[config.mk]
export PLATFORM = sky130hd
export DESIGN_NAME = uart_chan
export DESIGN_NICKNAME = d
export VERILOG_FILES = /design/src/rtl/uart_chan_pkg.sv /design/src/rtl/uart_chan_tx.sv /design/src/rtl/uart_chan_rx.sv /design/src/rtl/uart_chan.sv
export SDC_FILE = /design/constraint.sdc
export NUM_CORES = 1
export LEC_CHECK = 0
export BUFFER_PORTS_ARGS = -buffer_cell sky130_fd_sc_hd__buf_2
export CORE_ASPECT_RATIO = 0.7
export CORE_MARGIN = 8
export CORE_UTILIZATION = 60
export DETAILED_ROUTE_END_ITERATION = 6
export MAX_ROUTING_LAYER = met4
export PLACE_DENSITY_LB_ADDON = 0.1
export SLEW_MARGIN = 10
export SYNTH_ARGS = -nofsm -noshare
export SYNTH_HDL_FRONTEND = slang
export SYNTH_SLANG_ARGS = --single-unit
[constraint.sdc]
create_clock -name clk -period 3.2 [get_ports clk]
set_input_delay 0.32 -clock clk [delete_from_list [all_inputs] [get_ports clk]]
set_output_delay 0.32 -clock clk [all_outputs]
set_load 0.05 [all_outputs]
[src/rtl/uart_chan_pkg.sv]
`timescale 1ns/1ps
package uart_chan_pkg;
   typedef enum logic [1:0] {
      PAR_NONE = 2'b00,
      PAR_ZERO = 2'b01,
      PAR_ODD  = 2'b10,
      PAR_EVEN = 2'b11
   } par_mode_e;

   // mode byte, MSB first: enable, tx enable, rx enable, parity, len8, stop2, routing
   typedef struct packed {
      logic      en;
      logic      txe;
      logic      rxe;
      par_mode_e par;
      logic      len8;
      logic      stop2;
      logic      route;
   } mode_t;

   localparam logic [2:0] OFS_MODE   = 3'd0;
   localparam logic [2:0] OFS_RXBUF  = 3'd2;
   localparam logic [2:0] OFS_ERR    = 3'd3;
   localparam logic [2:0] OFS_TXBUF  = 3'd4;
   localparam logic [2:0] OFS_TXSTAT = 3'd5;
   localparam logic [2:0] OFS_CSEL   = 3'd6;
   localparam logic [2:0] OFS_BAUD   = 3'd7;

   // parity bit value for already-masked data
   function automatic logic par_bit(input par_mode_e p, input logic [7:0] dm);
      case (p)
         PAR_ODD:  par_bit = ~^dm;
         PAR_EVEN: par_bit = ^dm;
         default:  par_bit = 1'b0;
      endcase
   endfunction
endpackage

[src/rtl/uart_chan_tx.sv]
`timescale 1ns/1ps
module uart_chan_tx
   import uart_chan_pkg::*;
#(
   parameter int OVS = 16
) (
   input  logic       clk,
   input  logic       rst_n,
   input  logic       clr,
   input  logic       os_tick,
   input  logic       load,
   input  logic [7:0] ld_data,
   input  logic       len8,
   input  par_mode_e  par,
   input  logic       stop2,
   output logic       busy,
   output logic       done,
   output logic       txd
);
   localparam int SUB_W   = $clog2(OVS);
   localparam int FRAME_W = 12;

   logic [FRAME_W-1:0] shreg_q, frame_c;
   logic [3:0]         left_q, nbits_c;
   logic [SUB_W-1:0]   sub_q;
   logic [7:0]         dmask;

   always_comb begin
      dmask   = len8 ? ld_data : {1'b0, ld_data[6:0]};
      frame_c = '1;
      frame_c[0] = 1'b0;
      for (int i = 0; i < 8; i++) begin
         if (i < 7 || len8) frame_c[1+i] = ld_data[i];
      end
      if (par != PAR_NONE) begin
         if (len8) frame_c[9] = par_bit(par, dmask);
         else      frame_c[8] = par_bit(par, dmask);
      end
      nbits_c = (len8 ? 4'd9 : 4'd8) + {3'b0, par != PAR_NONE} + (stop2 ? 4'd2 : 4'd1);
   end

   always_ff @(posedge clk or negedge rst_n) begin
      if (!rst_n) begin
         busy <= 1'b0; done <= 1'b0; shreg_q <= '1; left_q <= '0; sub_q <= '0;
      end else if (clr) begin
         busy <= 1'b0; done <= 1'b0; shreg_q <= '1; left_q <= '0; sub_q <= '0;
      end else begin
         done <= 1'b0;
         if (!busy && load) begin
            busy    <= 1'b1;
            shreg_q <= frame_c;
            left_q  <= nbits_c;
            sub_q   <= '0;
         end else if (busy && os_tick) begin
            if (sub_q == SUB_W'(OVS-1)) begin
               sub_q   <= '0;
               shreg_q <= {1'b1, shreg_q[FRAME_W-1:1]};
               left_q  <= left_q - 4'd1;
               if (left_q == 4'd1) begin
                  busy <= 1'b0;
                  done <= 1'b1;
               end
            end else begin
               sub_q <= sub_q + 1'b1;
            end
         end
      end
   end

   assign txd = busy ? shreg_q[0] : 1'b1;
endmodule

[src/rtl/uart_chan_rx.sv]
`timescale 1ns/1ps
module uart_chan_rx
   import uart_chan_pkg::*;
#(
   parameter int OVS    = 16,
   parameter int SYNC_N = 2
) (
   input  logic       clk,
   input  logic       rst_n,
   input  logic       clr,
   input  logic       os_tick,
   input  logic       rxd,
   input  logic       len8,
   input  par_mode_e  par,
   output logic       done,
   output logic [7:0] data,
   output logic       par_err,
   output logic       frm_err
);
   localparam int SUB_W = $clog2(OVS);

   typedef enum logic [1:0] {S_WAITHI, S_IDLE, S_START, S_BITS} rx_state_e;

   rx_state_e        st_q;
   logic [SYNC_N-1:0] sync_q;
   logic             line;
   logic [SUB_W-1:0] cnt_q;
   logic [3:0]       idx_q, nsamp_c;
   logic [15:0]      bits_q, fb;
   logic [7:0]       data_c;
   logic             pbit_c, stop_c;

   always_ff @(posedge clk or negedge rst_n) begin
      if (!rst_n) sync_q <= '1;
      else        sync_q <= {sync_q[SYNC_N-2:0], rxd};
   end
   assign line = sync_q[SYNC_N-1];

   always_comb begin
      nsamp_c = (len8 ? 4'd8 : 4'd7) + {3'b0, par != PAR_NONE} + 4'd1;
      fb = bits_q;
      fb[idx_q] = line;
      data_c = len8 ? fb[7:0] : {1'b0, fb[6:0]};
      pbit_c = len8 ? fb[8] : fb[7];
      stop_c = fb[nsamp_c - 4'd1];
   end

   always_ff @(posedge clk or negedge rst_n) begin
      if (!rst_n) begin
         st_q <= S_WAITHI; cnt_q <= '0; idx_q <= '0; bits_q <= '0;
         done <= 1'b0; data <= '0; par_err <= 1'b0; frm_err <= 1'b0;
      end else if (clr) begin
         st_q <= S_WAITHI; cnt_q <= '0; idx_q <= '0; bits_q <= '0;
         done <= 1'b0; par_err <= 1'b0; frm_err <= 1'b0;
      end else begin
         done <= 1'b0;
         case (st_q)
            S_WAITHI: if (line) st_q <= S_IDLE;
            S_IDLE: if (!line) begin
               st_q  <= S_START;
               cnt_q <= '0;
            end
            S_START: if (os_tick) begin
               if (cnt_q == SUB_W'(OVS/2-1)) begin
                  cnt_q <= '0;
                  idx_q <= '0;
                  st_q  <= line ? S_IDLE : S_BITS;
               end else cnt_q <= cnt_q + 1'b1;
            end
            default: if (os_tick) begin
               if (cnt_q == SUB_W'(OVS-1)) begin
                  cnt_q  <= '0;
                  bits_q <= fb;
                  idx_q  <= idx_q + 4'd1;
                  if (idx_q == nsamp_c - 4'd1) begin
                     st_q    <= S_WAITHI;
                     done    <= 1'b1;
                     data    <= data_c;
                     frm_err <= !stop_c;
                     par_err <= (par != PAR_NONE) && (pbit_c != par_bit(par, data_c));
                  end
               end else cnt_q <= cnt_q + 1'b1;
            end
         endcase
      end
   end
endmodule

[src/rtl/uart_chan.sv]
`timescale 1ns/1ps
module uart_chan
   import uart_chan_pkg::*;
#(
   parameter int OVS    = 16,
   parameter int SYNC_N = 2,
   parameter int ADDR_W = 3,
   parameter int CSEL_W = 4,
   parameter int BAUD_W = 8
) (
   input  logic              clk,
   input  logic              rst_n,
   input  logic              os_tick,
   input  logic              wr_en,
   input  logic              rd_en,
   input  logic [ADDR_W-1:0] addr,
   input  logic [7:0]        wdata,
   output logic [7:0]        rdata,
   input  logic              rxd,
   output logic              txd,
   output logic [CSEL_W-1:0] baud_sel,
   output logic [BAUD_W-1:0] baud_div,
   output logic              irq_tx,
   output logic              irq_rx,
   output logic              irq_rxerr
);
   localparam int ERR_W = 3;

   if (OVS < 4 || (OVS % 2) != 0) begin : g_bad_ovs
      $error("OVS must be even and at least 4");
   end
   if (SYNC_N < 2) begin : g_bad_sync
      $error("SYNC_N must be at least 2");
   end
   if (ADDR_W < 3) begin : g_bad_addr
      $error("ADDR_W must cover offsets 0..7");
   end
   if (CSEL_W < 1 || CSEL_W > 8 || BAUD_W < 1 || BAUD_W > 8) begin : g_bad_rate
      $error("rate register widths must be 1..8");
   end

   mode_t             mode_q;
   logic [7:0]        rxbuf_q, txbuf_q, csel_rd, baud_rd;
   logic              rx_full_q, tx_full_q;
   logic [ERR_W-1:0]  err_q, new_err;
   logic [CSEL_W-1:0] csel_q;
   logic [BAUD_W-1:0] baud_q;
   logic              tx_busy, tx_done, tx_load, tx_accept;
   logic              rx_done, rx_perr, rx_ferr;
   logic [7:0]        rx_data;

   function automatic logic hit(input logic [ADDR_W-1:0] a, input logic [2:0] ofs);
      hit = (a == ADDR_W'(ofs));
   endfunction

   // rate registers zero-extend on readback when narrower than a byte
   if (CSEL_W < 8) begin : g_csel_pad
      assign csel_rd = {{(8-CSEL_W){1'b0}}, csel_q};
   end else begin : g_csel_full
      assign csel_rd = csel_q;
   end
   if (BAUD_W < 8) begin : g_baud_pad
      assign baud_rd = {{(8-BAUD_W){1'b0}}, baud_q};
   end else begin : g_baud_full
      assign baud_rd = baud_q;
   end

   assign tx_accept = wr_en && hit(addr, OFS_TXBUF) && mode_q.en && mode_q.txe && !tx_full_q;
   assign tx_load   = mode_q.en && tx_full_q && !tx_busy;
   assign new_err   = {rx_perr, rx_ferr, rx_full_q && !(rd_en && hit(addr, OFS_RXBUF))};

   uart_chan_tx #(.OVS(OVS)) u_tx (
      .clk(clk), .rst_n(rst_n), .clr(!mode_q.en), .os_tick(os_tick),
      .load(tx_load), .ld_data(txbuf_q), .len8(mode_q.len8), .par(mode_q.par),
      .stop2(mode_q.stop2), .busy(tx_busy), .done(tx_done), .txd(txd)
   );

   uart_chan_rx #(.OVS(OVS), .SYNC_N(SYNC_N)) u_rx (
      .clk(clk), .rst_n(rst_n), .clr(!(mode_q.en && mode_q.rxe)), .os_tick(os_tick),
      .rxd(rxd), .len8(mode_q.len8), .par(mode_q.par), .done(rx_done),
      .data(rx_data), .par_err(rx_perr), .frm_err(rx_ferr)
   );

   always_ff @(posedge clk or negedge rst_n) begin
      if (!rst_n) begin
         mode_q <= '0; csel_q <= '0; baud_q <= '0;
         rxbuf_q <= '0; txbuf_q <= '0; rx_full_q <= 1'b0; tx_full_q <= 1'b0;
         err_q <= '0; irq_tx <= 1'b0; irq_rx <= 1'b0; irq_rxerr <= 1'b0;
      end else begin
         if (wr_en && hit(addr, OFS_MODE)) mode_q <= mode_t'(wdata);
         if (wr_en && hit(addr, OFS_CSEL)) csel_q <= wdata[CSEL_W-1:0];
         if (wr_en && hit(addr, OFS_BAUD)) baud_q <= wdata[BAUD_W-1:0];
         if (!mode_q.en) begin
            rxbuf_q <= '0; txbuf_q <= '0; rx_full_q <= 1'b0; tx_full_q <= 1'b0;
            err_q <= '0; irq_tx <= 1'b0; irq_rx <= 1'b0; irq_rxerr <= 1'b0;
         end else begin
            if (tx_accept) begin
               txbuf_q   <= wdata;
               tx_full_q <= 1'b1;
            end else if (tx_load) begin
               tx_full_q <= 1'b0;
            end
            irq_tx <= tx_done && !tx_full_q;
            if (rx_done) begin
               rxbuf_q   <= rx_data;
               rx_full_q <= 1'b1;
            end else if (rd_en && hit(addr, OFS_RXBUF)) begin
               rx_full_q <= 1'b0;
            end
            err_q     <= ((rd_en && hit(addr, OFS_ERR)) ? '0 : err_q) | (rx_done ? new_err : '0);
            irq_rx    <= rx_done && ((new_err == '0) || mode_q.route);
            irq_rxerr <= rx_done && (new_err != '0) && !mode_q.route;
         end
      end
   end

   always_comb begin
      rdata = '0;
      if      (hit(addr, OFS_MODE))   rdata = mode_q;
      else if (hit(addr, OFS_RXBUF))  rdata = rxbuf_q;
      else if (hit(addr, OFS_ERR))    rdata = {5'b0, err_q};
      else if (hit(addr, OFS_TXSTAT)) rdata = {6'b0, tx_full_q, tx_busy};
      else if (hit(addr, OFS_CSEL))   rdata = csel_rd;
      else if (hit(addr, OFS_BAUD))   rdata = baud_rd;
   end

   assign baud_sel = csel_q;
   assign baud_div = baud_q;
endmodule

==> results.md <==
- Cell taking the most area after synthesis: dfrtp_1
- Post-synth ARST share: 100%
- Cell Rows: 28
- Count of distinct cell types in the synthesized netlist: between 50 and 60
- WL final: 11900 um
- Clock Tree Buf Depth: 2
- Tcrit/Tclk final: a little under 90%
- CTS H-tree depth: 3
- Yosys top cell area share: 41.0%
- Slew of the pin with the lowest slew margin: 929 ps
- Worst EP required: around 3500 ps
- Clock Skews: 11.8 ps
- Routed WL per cell: 17.4 um
- Sequential area share after synthesis: 46.9%
- Post-DRT Antenna Nets: 0
- Switching Share: around 30%
- Post-DP HPWL: approximately 8300 um
- Most frequent cells in the layout: dfrtp_1, nand2_1, o21ai_0
- Setup_tns: 0 ps
- PwrDens: approximately 550 mW/mm^2
- Final Wtd Congestion: 0.854
- Routed vias: 3967
- Final net count: 594
- ANT cells: 0
- TritonRoute pass-1 iters: 5
- Clk root buf: clkbuf_16
- Die height: 94.7 um
- Worst-Skew Late Latency: 350 ps
- EDFF count, synth: 0
- Initial antenna violation count: 0
- Mapped Area: 0.00531 sq mm
- Total congestion overflow: 0
- Clock buffer count from CTS: 9
- Initial Util: 62.4%
- Vias in the first global route: 3781
- Synth Area in Adders: roughly 3.9%
- Total of max-cap violations: 0
- HP Class: in2reg
- 1st-iter DRT viols: roughly 320
- CP Max Fanout: 8
- Cells after Synth: 533
- CORE AREA: 0.00851 sq mm
- Clock-pin slew on the worst setup and hold paths: 70 ps
- Max_slew headroom: 37.8%
- Main synth FF type: dfrtp_1
- Clk pwr share: between 30% and 40%
- Hold buffers post-CTS: 1
- Avg Inst Size Synth: 9.96 sq um
- Crit path kind: reg2reg
- Outcome: finished clean
- CP Capture Type: flop
- Final hold vios: 0
- Net switching power: 971 uW
- P_int: 2300 uW
- Max-slew violations: 0
- #FFs+latches synth: 99
- Power, Total: 3270 uW
- IO Pins: 41
- WP data arrival: 3020 ps
- Final min period: 2770 ps
- Most common cell after layout, fill and taps aside: dfrtp_1
- Net count after synthesis: ~570
- Number of port buffers: 40
- Final setup vio count: 0
- Largest net degree at the start of global routing: 45
- First-pass GRT wire length: 19900 um
- YS warnings: 0
- Startpoint types: flop
- Area contributors post-synth: dfrtp_1, mux2i_1, dfstp_2
- Mux share of post-synthesis cell area: 12.8%
- Leak: approximately 0.0027 uW
- Die area: between 0.01 and 0.015 sq mm
- Setup repair bufs after CTS: 0
- CTS tree: done
- RSZ-0062 raised after global routing: no
- Reg power frac: 42.9%
- Share of post-route cells with drive strength above 1: 18.7%
- Clock tree sinks: 99
- DRC: 0
- Main combinational cell family by area after synthesis: simple AND/OR/NAND/NOR gates
- Maximum vdd drop: 0.264 mV
- Fmax: 360 MHz
- Gate power share: between 10% and 20%
- Via/cell ratio: 5.78
- GRT Overall Usage: 21.6%
- Die Wd: 128 um
- Area grow syn2layout: 12.3%
- Min Hold Slack: between 60 and 70 ps
- Compound-cell area share of the yosys netlist: 10.9%
- Post-CTS sizing: 0
- Post-Synth XOR/XNOR Area: under 10%
- Area share of and/or/nand/nor cells after synthesis: 17.6%
## routing by layer
metal	vias to the layer above	global-route usage, %	routed length [um]
met1	1949	30.1	5910
met2	104	31.0	5320
li1	1907	-	-
met3	7	5.01	617
met5	-	-	0
met4	0	5.12	66
## Yosys cell counts, drive strengths merged, types with 5 or more instances
cell type,number
nor3b,7
mux2,21
clkbuf,27
buf,7
inv,14
nor2,29
dfstp,12
dfrtp,87
and3,7
nand2,74
nor2b,21
a211oi,12
mux2i,40
xor2,6
ha,15
nand2b,5
nand3,25
nor3,7
a21oi,15
o21ai,44
xnor2,14
## cells by family after synthesis
group / count (synthesis)
buf+inv: 48
mux: 63
simple gates: 191
flops: 99
fa+ha+maj: 16
compound gates: 94
xor+xnor: 22
## flip-flops by register name (all words and copies together) (netlist names), 2 cells and up
register      flops
baud_div          8
baud_sel          4
err_q             3
mode_q            8
rxbuf_q           8
txbuf_q           8
u_rx.bits_q      12
u_rx.cnt_q        4
u_rx.data         8
u_rx.idx_q        4
u_rx.st_q         2
u_rx.sync_q       2
u_tx.left_q       4
u_tx.shreg_q     10
u_tx.sub_q        4
## worst max-delay path, cell delays in order, from the launching register on
cell     delay, ps
dfrtp_1        480
ha_1           340
nor3b_1        280
mux2i_1        360
xnor2_1        160
xnor3_1        420
xnor2_1        160
nand2_1         90
xor2_1         180
o32ai_2        200
## per-stage QoR
stage          area (sq um)  utilization (%)  instances  setup WS, ps
6_report               5960             70.0        686           426
5_1_grt                5960             70.0        686           176
4_1_cts                5960             70.0        686           435
3_5_place_dp           5600             65.8        669           475
3_3_place_gp           5600             65.8        669           568
2_1_floorplan          5310                -        533           612
## power groups by stage
stage	combinational (uW)	sequential, uW	clock, uW
floorplan	331	1520	0
global placement	593	1420	0
detailed placement	604	1420	0
CTS	608	1400	1280
global route	652	1420	1330
finish	604	1400	1260
## path summary, 6_finish.rpt
check | cells past startpoint | from | end | slack, ps
setup reg to reg | 9 | u_rx.idx_q[0] | u_rx.par_err | 430
min in group asynchronous | 2 | rst_n | txbuf_q[5] | 510
hold / removal | 1 | rxd | u_rx.sync_q[0] | 70
setup / recovery | 9 | u_rx.idx_q[0] | u_rx.par_err | 430
max in group asynchronous | 3 | rst_n | u_rx.sync_q[0] | 1780
hold reg to reg | 0 | u_rx.sync_q[0] | u_rx.sync_q[1] | 360
## layout make-up
| cell class | instances | area (sq um) |
|---|---|---|
| Tap cell | 120 | 150 |
| Inverter | 14 | 52.6 |
| Clock buffer | 9 | 225 |
| Multi-Input combinational cell | 386 | 2630 |
| Fill cell | 654 | 2550 |
| Sequential cell | 99 | 2490 |
| Clock inverter | 7 | 124 |
| Timing Repair Buffer | 51 | 288 |
Note: power is estimated with default switching activity, not from simulation.
